### config.mk
export PLATFORM = sky130hd
export DESIGN_NAME = shared_sdo_slot_ctrl
export DESIGN_NICKNAME = d
export VERILOG_FILES = /design/src/rtl/shared_sdo_slot_pkg.sv /design/src/rtl/ssc_edge_counter.sv /design/src/rtl/ssc_slot_decode.sv /design/src/rtl/ssc_result_hold.sv /design/src/rtl/shared_sdo_slot_ctrl.sv
export SDC_FILE = /design/constraint.sdc
export NUM_CORES = 1
export LEC_CHECK = 0
export ABC_AREA = 1
export BUFFER_PORTS_ARGS = -buffer_cell sky130_fd_sc_hd__buf_2
export CORE_MARGIN = 4
export CORE_UTILIZATION = 34
export DETAILED_ROUTE_END_ITERATION = 8
export MAX_ROUTING_LAYER = met4
export SLEW_MARGIN = 10
export SYNTH_ARGS = -nofsm -noshare
export SYNTH_HDL_FRONTEND = slang
export SYNTH_SLANG_ARGS = --single-unit
### constraint.sdc
create_clock -name clk_i -period 4.85 [get_ports clk_i]
set_clock_uncertainty 0.2 [all_clocks]
set_input_delay 0.97 -clock clk_i [delete_from_list [all_inputs] [get_ports clk_i]]
set_output_delay 0.97 -clock clk_i [all_outputs]
set_load 0.03 [all_outputs]
### src/rtl/shared_sdo_slot_pkg.sv
package shared_sdo_slot_pkg;
  localparam int unsigned ADDR_W   = 3;
  localparam int unsigned SLOT_LEN = 32;
  localparam int unsigned DRIVE_N  = 30;
  localparam int unsigned RES_W    = 32;

  typedef enum logic {ORDER_MSB_FIRST = 1'b0, ORDER_LSB_FIRST = 1'b1} bit_order_e;
endpackage

### src/rtl/ssc_edge_counter.sv
module ssc_edge_counter #(
  parameter int unsigned ADDR_W  = 3,
  parameter int unsigned SLOT_LG = 5,
  localparam int unsigned CNT_W  = ADDR_W + SLOT_LG + 1
) (
  input  logic              clk_i,
  input  logic              rst_ni,
  input  logic              start_i,
  input  logic [ADDR_W-1:0] share_i,
  output logic [CNT_W-1:0]  edge_o,
  output logic              active_o
);
  logic [CNT_W-1:0] cnt_q;
  logic             act_q;
  logic [CNT_W-1:0] limit;

  // last counted edge of the frame: (share+1) slots
  assign limit = ({{(CNT_W-ADDR_W){1'b0}}, share_i} + CNT_W'(1)) << SLOT_LG;

  always_ff @(posedge clk_i or negedge rst_ni) begin
    if (!rst_ni) begin
      cnt_q <= '0;
      act_q <= 1'b0;
    end else if (start_i) begin
      cnt_q <= '0;
      act_q <= 1'b1;
    end else if (act_q) begin
      if (cnt_q == limit) act_q <= 1'b0;
      else                cnt_q <= cnt_q + CNT_W'(1);
    end
  end

  assign edge_o   = cnt_q;
  assign active_o = act_q;
endmodule

### src/rtl/ssc_slot_decode.sv
module ssc_slot_decode #(
  parameter int unsigned ADDR_W  = 3,
  parameter int unsigned SLOT_LG = 5,
  parameter int unsigned DRIVE_N = 30,
  localparam int unsigned CNT_W  = ADDR_W + SLOT_LG + 1
) (
  input  logic [CNT_W-1:0]   edge_i,
  input  logic               active_i,
  input  logic [ADDR_W-1:0]  addr_i,
  input  logic               cfg_err_i,
  output logic               drive_o,
  output logic               sync_o,
  output logic [SLOT_LG-1:0] pos_o
);
  logic [CNT_W-1:0]   idx;
  logic [ADDR_W:0]    slot;
  logic [SLOT_LG-1:0] pos;
  logic               mine;

  // edge n belongs to slot (n-1)/32, position (n-1)%32
  assign idx  = edge_i - CNT_W'(1);
  assign slot = idx[SLOT_LG +: ADDR_W+1];
  assign pos  = idx[SLOT_LG-1:0];
  assign mine = active_i && (edge_i != '0) && (slot == {1'b0, addr_i}) && !cfg_err_i;

  assign drive_o = mine && (pos < SLOT_LG'(DRIVE_N));
  assign sync_o  = mine && (pos == '0);
  assign pos_o   = pos;
endmodule

### src/rtl/ssc_result_hold.sv
module ssc_result_hold
  import shared_sdo_slot_pkg::*;
#(
  parameter int unsigned RES_W   = 32,
  parameter int unsigned SLOT_LG = 5,
  parameter bit_order_e  ORDER   = ORDER_MSB_FIRST
) (
  input  logic               clk_i,
  input  logic               rst_ni,
  input  logic               load_i,
  input  logic [RES_W-1:0]   data_i,
  input  logic               drive_i,
  input  logic [SLOT_LG-1:0] pos_i,
  output logic               bit_o
);
  logic [RES_W-1:0] res_q;
  logic             sel;

  always_ff @(posedge clk_i or negedge rst_ni) begin
    if (!rst_ni)     res_q <= '0;
    else if (load_i) res_q <= data_i;
  end

  generate
    if (ORDER == ORDER_MSB_FIRST) begin : g_msb
      assign sel = res_q[RES_W-1-int'(pos_i)];
    end else begin : g_lsb
      assign sel = res_q[pos_i];
    end
  endgenerate

  assign bit_o = drive_i & sel;
endmodule

### src/rtl/shared_sdo_slot_ctrl.sv
module shared_sdo_slot_ctrl
  import shared_sdo_slot_pkg::*;
#(
  parameter int unsigned ADDR_BITS = ADDR_W,
  parameter int unsigned SLOT_CLKS = SLOT_LEN,
  parameter int unsigned DRIVE_CLKS = DRIVE_N,
  parameter int unsigned DATA_BITS = RES_W,
  localparam int unsigned SLOT_LG  = $clog2(SLOT_CLKS),
  localparam int unsigned CNT_W    = ADDR_BITS + SLOT_LG + 1
) (
  input  logic                 clk_i,
  input  logic                 rst_ni,
  input  logic                 drdy_i,
  input  logic [ADDR_BITS-1:0] addr_i,
  input  logic [ADDR_BITS-1:0] share_i,
  input  logic [DATA_BITS-1:0] data_i,
  output logic                 sdo_o,
  output logic                 sdo_oe_o,
  output logic                 fso_no,
  output logic                 cfg_err_o
);
  logic [CNT_W-1:0]   edge_cnt;
  logic               active;
  logic               drive;
  logic               sync;
  logic [SLOT_LG-1:0] pos;

  assign cfg_err_o = addr_i > share_i;

  ssc_edge_counter #(.ADDR_W(ADDR_BITS), .SLOT_LG(SLOT_LG)) u_cnt (
    .clk_i, .rst_ni, .start_i(drdy_i), .share_i,
    .edge_o(edge_cnt), .active_o(active)
  );

  ssc_slot_decode #(.ADDR_W(ADDR_BITS), .SLOT_LG(SLOT_LG), .DRIVE_N(DRIVE_CLKS)) u_dec (
    .edge_i(edge_cnt), .active_i(active), .addr_i, .cfg_err_i(cfg_err_o),
    .drive_o(drive), .sync_o(sync), .pos_o(pos)
  );

  ssc_result_hold #(.RES_W(DATA_BITS), .SLOT_LG(SLOT_LG), .ORDER(ORDER_MSB_FIRST)) u_res (
    .clk_i, .rst_ni, .load_i(drdy_i), .data_i,
    .drive_i(drive), .pos_i(pos), .bit_o(sdo_o)
  );

  assign sdo_oe_o = drive;
  assign fso_no   = ~sync;
endmodule

Word level (Yosys, flattened, before mapping)
Index checks and enable logic that the tools add are counted.

Flip-flop bits (word level): 42. Bits in latches: 0. RAM bits: 0. Bits in read-only memories: 0. Input port bits: 41. Word-level logic and storage cells: 33. Memories: 0.

Add/sub/neg operators: 4. Multipliers: 0. Divide/modulo/power cells: 0. Magnitude comparators: 3. Equal/unequal tests: 3. Shifts and indexed selects: 0. Mux-type cells: 8. Bitwise operators: 2. Reductions and logical operators: 10.

Operators with widths (number): < comparator 32 x 6 -> 1 bit (second input constant) (1); two-way mux 9 bit (3); adder 9 x 1 -> 9 bit (second input constant) (1); == test 9 bit (1); nonzero test 9 bit (1); subtractor 9 x 1 -> 9 bit (second input constant) (1); subtractor 5 x 5 -> 6 bit (first input constant) (1); binary-select mux 1 bit (select 5 bit) (1); logical AND 1 bit (5); zero test 5 bit (1); < comparator 5 bit (second input constant) (1); adder 3 x 1 -> 4 bit (second input constant) (1); == test 4 x 3 -> 1 bit (1); two-way mux 1 bit (4); greater-than comparator 3 bit (1); inequality test 2 bit (second input constant) (1); AND reduction 2 bit (1); nonzero test 2 bit (1); bitwise AND 1 bit (1); zero test 1 bit (1); NOT 1 bit (1).

Longest topological paths before layout
Gate-level depths: netlist of the first run.

Depth in word-level cells: 6. Mapped depth: 15. Gate-level depth less buffers: 12.

Hierarchy
A second synthesis of the first run with hierarchy kept.

Cells, all modules: 336. Area total of the unflattened synthesis: 2701.3 µm².

By module, submodules not included: ssc_result_hold (times used 1, cells each 149, area each 1571.5 µm², sequential area each 800.8 µm²); ssc_edge_counter (times used 1, cells each 107, area each 739.5 µm², sequential area each 250.2 µm²); ssc_slot_decode (times used 1, cells each 64, area each 304.0 µm², sequential area each 0.0 µm²); shared_sdo_slot_ctrl (times used 1, cells each 16, area each 86.3 µm², sequential area each 0.0 µm²).

Worst setup path before layout of the first run
No wires, ideal clock.

Path type: in2out. Start point: input port share_i[2]. End point: output port sdo_o. Arrival: 2.291 ns. Required time: 3.680 ns. Path slack: 1.389 ns. Stages on the path: 9. Buffers on the path: 0. Path through: inv_1 ha_1 a21oi_1 nand2_1 a21oi_1 nand2_1 nor2_1 nand3_1 nor2_1.

Longest elaborated chain between the ends: 5.

Ends and longest elaborated chain: start, declared (RTL line shared_sdo_slot_ctrl.sv:15) `input logic [ADDR_BITS-1:0] share_i,`; greater-than comparator 3 bit (RTL line shared_sdo_slot_ctrl.sv:28) `assign cfg_err_o = addr_i > share_i;`; zero test 1 bit (RTL line ssc_slot_decode.sv:24) `assign mine = active_i && (edge_i != '0) && (slot == {1'b0, addr_i}) && !cfg_err_i;`; logical AND 1 bit (RTL line ssc_slot_decode.sv:24); logical AND 1 bit (RTL line ssc_slot_decode.sv:26) `assign drive_o = mine && (pos < SLOT_LG'(DRIVE_N));`; bitwise AND 1 bit (RTL line ssc_result_hold.sv:32) `assign bit_o = drive_i & sel;`; end, declared (RTL line shared_sdo_slot_ctrl.sv:17) `output logic sdo_o,`.

Every way passes these cells.

Worst setup path after layout of the first run
Start point: register u_cnt.cnt_q[0], in the netlist u_cnt.edge_o[0]. End point: output port sdo_o.

Longest elaborated chain between the ends: 6.

Ends and longest elaborated chain: start, declared (RTL line ssc_edge_counter.sv:13) `logic [CNT_W-1:0] cnt_q;`; start signal, assigned (RTL line ssc_edge_counter.sv:29) `else cnt_q <= cnt_q + CNT_W'(1);`; branches (longest 5 deep; another with subtractor 9 x 1 -> 9 bit); bitwise AND 1 bit (*) (RTL line ssc_result_hold.sv:32).

Every way passes the cells marked *. The select of a mux whose other input is x is not followed.

==> results.json, run 1 <==
{
  "status": "complete, no violations",
  "synth_ff_type": "dfrtp_1",
  "synth-seq-area-share_pct": 40.29,
  "gp_congestion": 0.7857,
  "drv_cap": 0,
  "io_buffers": 44,
  "dr_wl_met2_um": 2638,
  "postCtsHoldBufs": 0,
  "slew_viol_final": 0,
  "track_usage_pct": 14.20,
  "maxUsedRoutingLayer": "met4",
  "cts_resized": 0,
  "cts_tree": "yes",
  "startpoint_type": "flop",
  "yosysTopAreaCell": "dfrtp_1",
  "ys_ff_latch": 42,
  "min_period_over_period_pct": 79.95,
  "num_rows": 31,
  "layout-drive-gt1-share_pct": 16.34,
  "hold_violations": 0,
  "drt_iter0_markers": 158,
  "cts_setup_buffers": 0,
  "fin_nets": 457,
  "wirelength_um": 5859,
  "place_area_mm2": 0.002854,
  "arrival_ns": 2.71,
  "synth_edf_count": 0,
  "yosysWarningCount": 0,
  "h-tree-depth": 2,
  "sequentialPowerShare_pct": 40.9,
  "syn-num-nets": 425,
  "wl_met1_um": 2932,
  "vdd_drop_max_v": 0.0001725,
  "switching_share_pct": 35.11,
  "synthesis.area_mm2": 0.002609,
  "area_delta_synth_final_pct": 13.62,
  "hp-class": "reg2reg",
  "r2r_cells": 11,
  "die-area_mm2": 0.009138,
  "p_switching_uw": 343.5,
  "dp_cells": 501,
  "clock-root-buffer": "clkbuf_8",
  "synth.avg_cell_area_um2": 6.920,
  "fin_cells": 509,
  "critPathCaptureType": "primary output",
  "synthTopCellsByArea": "dfrtp_1 (40%), nand2_1 (26%), nand3_1 (8.6%)",
  "clkPwrFrac_pct": 28.9,
  "clk_path_buf_depth": 2,
  "pwr_density_cell_mw_per_mm2": 330.1,
  "grt_pass1_vias": 2235,
  "crit_fanout": 21,
  "wl_per_cell_um": 11.51,
  "antenna_found_initial": 0,
  "vias": 2350,
  "p_leak_uw": 0.001675,
  "die_width_um": 95.60,
  "start_util_pct": 35.40,
  "synthCells": 377,
  "internal_power_uw": 634.8,
  "design.core.area_mm2": 0.007370,
  "n_antenna_cell": 0,
  "fin_hold_ws_ns": 0.2758,
  "first_pass_iters": 4,
  "cts_buffers": 5,
  "overflow": 0,
  "min_period_ns": 3.878,
  "setup_tns_ns": 0,
  "clk_pin_slew_ns": 0.08,
  "synth.most_common_cell": "nand2_1",
  "critPathKind": "reg2out",
  "synth_common_cells": "nand2_1 (184), nand3_1 (45), dfrtp_1 (42)",
  "worstMarginPinSlew_ns": 0.9587,
  "holdPathStages": 2,
  "die_height_um": 95.60,
  "max_slew_margin_pct": 36.09,
  "vias_per_cell": 4.617,
  "grt_pass1_wl_um": 10090,
  "async_flop_share_pct": 100.0,
  "worstSkewPairLatency_ns": 0.30,
  "clock-sinks": 42,
  "fin_area_mm2": 0.002964,
  "synth_top_cell_area_share_pct": 40.29,
  "hpwlAfterDp_um": 4141,
  "rsz0062_at_grt": "false",
  "setup_violations": 0,
  "p_comb_share_pct": 30.1,
  "finalPower_uw": 978.3,
  "required_ns": 3.68,
  "yosys.cell_types.count": 25,
  "fmax_ghz": 0.2579,
  "route.detailed.drc": 0,
  "wl_met3_um": 232,
  "ant_nets": 0,
  "grt_max_degree": 52,
  "io_pins": 45
}
==> stage by stage <==
step / setup WS, ns / utilization (%)
after detailed placement: 1.176 / 38.73
after global placement: 1.252 / 38.73
final: 0.9722 / 40.22
after floorplan: 1.389 / -
after global routing: 0.7469 / 40.22
after CTS: 0.9392 / 40.22
==> layout by cell type (no fill, tap or decap) <==
cell	n
nand2_2	1
bufinv_16	1
a21boi_0	1
a21oi_1	3
nand3_4	1
nand2_1	184
buf_4	1
o21ai_1	1
clkbuf_1	1
dfrtp_1	42
o21bai_1	1
nor2_4	2
xor2_1	10
or2_1	1
buf_2	44
nand4_1	10
xnor2_1	3
clkinvlp_4	1
clkbuf_8	5
inv_1	20
nor2_2	3
nand3_1	45
inv_2	7
nand2_4	1
ha_1	7
nor2_1	14
==> layer usage <==
| metal | up-vias | track usage (%) |
|---|---|---|
| li1 | 1232 | - |
| met5 | - | - |
| met3 | 6 | 2.368 |
| met4 | 0 | 3.791 |
| met2 | 50 | 22.76 |
| met1 | 1062 | 18.62 |
==> worst max-delay path: stages (launching register included) <==
cell and delay (ns):
dfrtp_1 0.33, buf_4 0.25, inv_2 0.21, ha_1 0.58
inv_1 0.25, nand3_1 0.16, nand3_1 0.08, nand3_1 0.09
nand2_1 0.06, nand2_1 0.06, nand2_1 0.06, nor2_1 0.08
buf_2 0.20
==> power groups by stage <==
| stage | clock network (uW) | logic, uW | registers [uW] |
|---|---|---|---|
| 4_1_cts | 290 | 300 | 400 |
| 3_5_place_dp | 0 | 299 | 407 |
| 3_3_place_gp | 0 | 295 | 407 |
| 5_1_grt | 302 | 343 | 405 |
| 6_report | 283 | 295 | 400 |
| 2_1_floorplan | 0 | 228 | 398 |
==> kinds of logic (layout without fill, tap and decap cells) <==
logic type	Yosys count	in the layout	synth area share, %
AOI/OAI and AO/OA	6	6	1.343
xor gates and xnor gates	13	13	4.365
adders and majority gates	7	7	3.357
buffers and inverters	47	80	7.961
DFF	42	42	40.29
and+or+nand+nor	262	262	42.69
==> worst paths after layout <==
kind,startpoint,to,slack (ns)
setup / recovery,u_cnt.edge_o[0]$_DFFE_PN0P_,sdo_o,0.97
setup reg to reg,u_cnt.edge_o[0]$_DFFE_PN0P_,u_cnt.edge_o[0]$_DFFE_PN0P_,2.50
hold / removal,u_res.res_q[22]$_DFFE_PN0P_,u_res.res_q[22]$_DFFE_PN0P_,0.28
max in group asynchronous,rst_ni,u_cnt.active_o$_DFF_PN0_,3.23
min in group asynchronous,rst_ni,u_res.res_q[21]$_DFFE_PN0P_,0.61
hold reg to reg,u_res.res_q[22]$_DFFE_PN0P_,u_res.res_q[22]$_DFFE_PN0P_,0.28
==> final cells by class <==
cell class                 count  area (um^2)
clock buffer                   6        72.57
clock inverter                 2        37.54
fill                         805         4405
inverter                      27        101.3
multi-input combinational    288         1350
sequential                    42         1051
tap                           99        123.9
timing repair buffer          45        227.7
==> registers in the layout, summed over array words and instances, names as in the netlist <==
register and flops:
u_res.res_q 32, u_cnt.edge_o 9, u_cnt.active_o 1
(Power assumes the default switching activity.)
==> run 2: changes to the inputs <==
- clock period: 4.85 -> 3.71 ns (I/O delays scaled with it)
==> results.json, run 2 (synthesis gave the netlist of run 1 again) <==
{
  "postCtsHoldBufs": 0,
  "track_usage_pct": 14.52,
  "grt_pass1_wl_um": 10470,
  "n_antenna_cell": 0,
  "hp-class": "reg2reg",
  "vias": 2332,
  "slew_viol_final": 0,
  "io_pins": 45,
  "crit_fanout": 20,
  "use_met1_pct": 19.92,
  "wl_per_cell_um": 11.33,
  "io_buffers": 44,
  "path_buf_inv": 4,
  "design.core.area_mm2": 0.007370,
  "largest_register": "u_res.res_q",
  "pwr_density_cell_mw_per_mm2": 411.5,
  "overflow": 0,
  "worstSkewPairLatency_ns": 0.29,
  "arrival_ns": 2.36,
  "drt_iter0_markers": 138,
  "final_cell_mix": "nand2_1 (184), nand3_1 (45), buf_2 (44), dfrtp_1 (42), inv_1 (20)",
  "worstMarginPinSlew_ns": 0.9466,
  "use_met2_pct": 22.64,
  "startpoint_type": "flop",
  "clk_pin_slew_ns": 0.08,
  "cts_resized": 0,
  "vias_per_cell": 4.573,
  "die_height_um": 95.60,
  "area_delta_synth_final_pct": 13.05,
  "cts_tree": "yes",
  "clk_path_buf_depth": 2,
  "ant_nets": 0,
  "grt_use_met3_pct": 2.526,
  "largest_register_ffs": 32,
  "min_period_over_period_pct": 89.02,
  "dp_cells": 502,
  "critical_path.top_delay_family": "buffers and inverters",
  "cp_slowest_cell": "dfrtp_1",
  "antenna_found_initial": 0,
  "hold_violations": 0,
  "status": "complete, no violations",
  "start_util_pct": 35.40,
  "required_ns": 2.77,
  "cts_setup_buffers": 0,
  "cts_buffers": 5,
  "first_pass_iters": 4,
  "h-tree-depth": 2,
  "hpwlAfterDp_um": 4086,
  "cp_common_cell": "nand2_1",
  "setup_tns_ns": 0,
  "clock-root-buffer": "clkbuf_8",
  "fin_nets": 458,
  "fmax_ghz": 0.3028,
  "fin_cells": 510,
  "clock-sinks": 42,
  "min_period_ns": 3.303,
  "drv_cap": 0,
  "grt_pass1_vias": 2237,
  "critPathCaptureType": "primary output",
  "final_common_cell": "nand2_1",
  "max_slew_margin_pct": 36.89,
  "setup_violations": 0,
  "p_leak_uw": 0.001677,
  "num_rows": 31,
  "vdd_drop_max_v": 0.0001880,
  "route.detailed.drc": 0,
  "layout-drive-gt1-share_pct": 16.79,
  "gp_congestion": 0.7388,
  "path_cells": "inv_2, ha_1, inv_1, nand2_1, nand2_1, inv_1, nand3_1, nand3_1, nand2_1, nand2_1, nand2_1, nor2_1, buf_2",
  "cpPeakStageDelay_ns": 0.39,
  "grt_max_degree": 52,
  "die_width_um": 95.60,
  "critPathKind": "reg2out",
  "top_usage_layer": "met2",
  "die-area_mm2": 0.009138,
  "wirelength_um": 5778,
  "rsz0062_at_grt": "false"
}
[run 2: changes by cell type in the layout (fill, tap and decap cells not counted)]
cell,delta
clkinvlp_4,-1
inv_6,+1
clkinv_2,+2
bufinv_16,-1
clkbuf_1,-1
buf_4,+1
[run 2: where the power goes]
part           internal [uW]  switching (uW)  leakage [uW]
combinational            138             251       0.00111
sequential               494            28.7      0.000522
clock                    133             168     0.0000483
total                    765             448       0.00168
[run 2: per-stage QoR]
step,power (uW),instance area (um^2),worst slack [ns],hold slack [ns],util (%)
2_1_floorplan,818.9,2609,0.6424,0.2422,-
3_3_place_gp,924.0,2861,0.5715,0.2542,38.83
3_5_place_dp,926.9,2861,0.5399,0.2591,38.83
4_1_cts,1232,2949,0.3541,0.2799,40.02
5_1_grt,1318,2949,0.1034,0.2991,40.02
6_report,1213,2949,0.4074,0.2772,40.02
[run 2: worst min-delay path, cell delays in order, from the launching register on]
cell and delay (ns):
dfrtp_1 0.35, nand2_1 0.05, nand2_1 0.04
[run 2: layout make-up]
| type | count | area (um^2) |
|---|---|---|
| multi-input combinational | 288 | 1350 |
| inverter | 27 | 101.3 |
| timing repair buffer | 46 | 235.2 |
| sequential | 42 | 1051 |
| fill | 841 | 4420 |
| clock inverter | 3 | 18.77 |
| tap | 99 | 123.9 |
| clock buffer | 5 | 68.82 |
[run 2: per-layer routing]
metal  routed length, um  vias up  share of wire, %
li1                    -     1234                 -
met1                2926     1049                51
met2                2580       45                45
met3                 231        4               4.0
met4                  40        0              0.69
met5                   0        -                 0
[run 2: worst paths after layout]
| kind | endpoint | slack [ns] | start | depth (start not counted) |
|---|---|---|---|---|
| max | sdo_o | 0.41 | u_cnt.edge_o[0]$_DFFE_PN0P_ | 13 |
| min | u_res.res_q[24]$_DFFE_PN0P_ | 0.28 | u_res.res_q[24]$_DFFE_PN0P_ | 2 |
| max reg2reg | u_cnt.edge_o[7]$_DFFE_PN0P_ | 1.56 | u_cnt.edge_o[0]$_DFFE_PN0P_ | 10 |
| min in group asynchronous | u_res.res_q[23]$_DFFE_PN0P_ | 0.37 | rst_ni | 1 |
| max in group asynchronous | u_cnt.edge_o[2]$_DFFE_PN0P_ | 2.33 | rst_ni | 1 |
| min reg2reg | u_res.res_q[24]$_DFFE_PN0P_ | 0.28 | u_res.res_q[24]$_DFFE_PN0P_ | 2 |
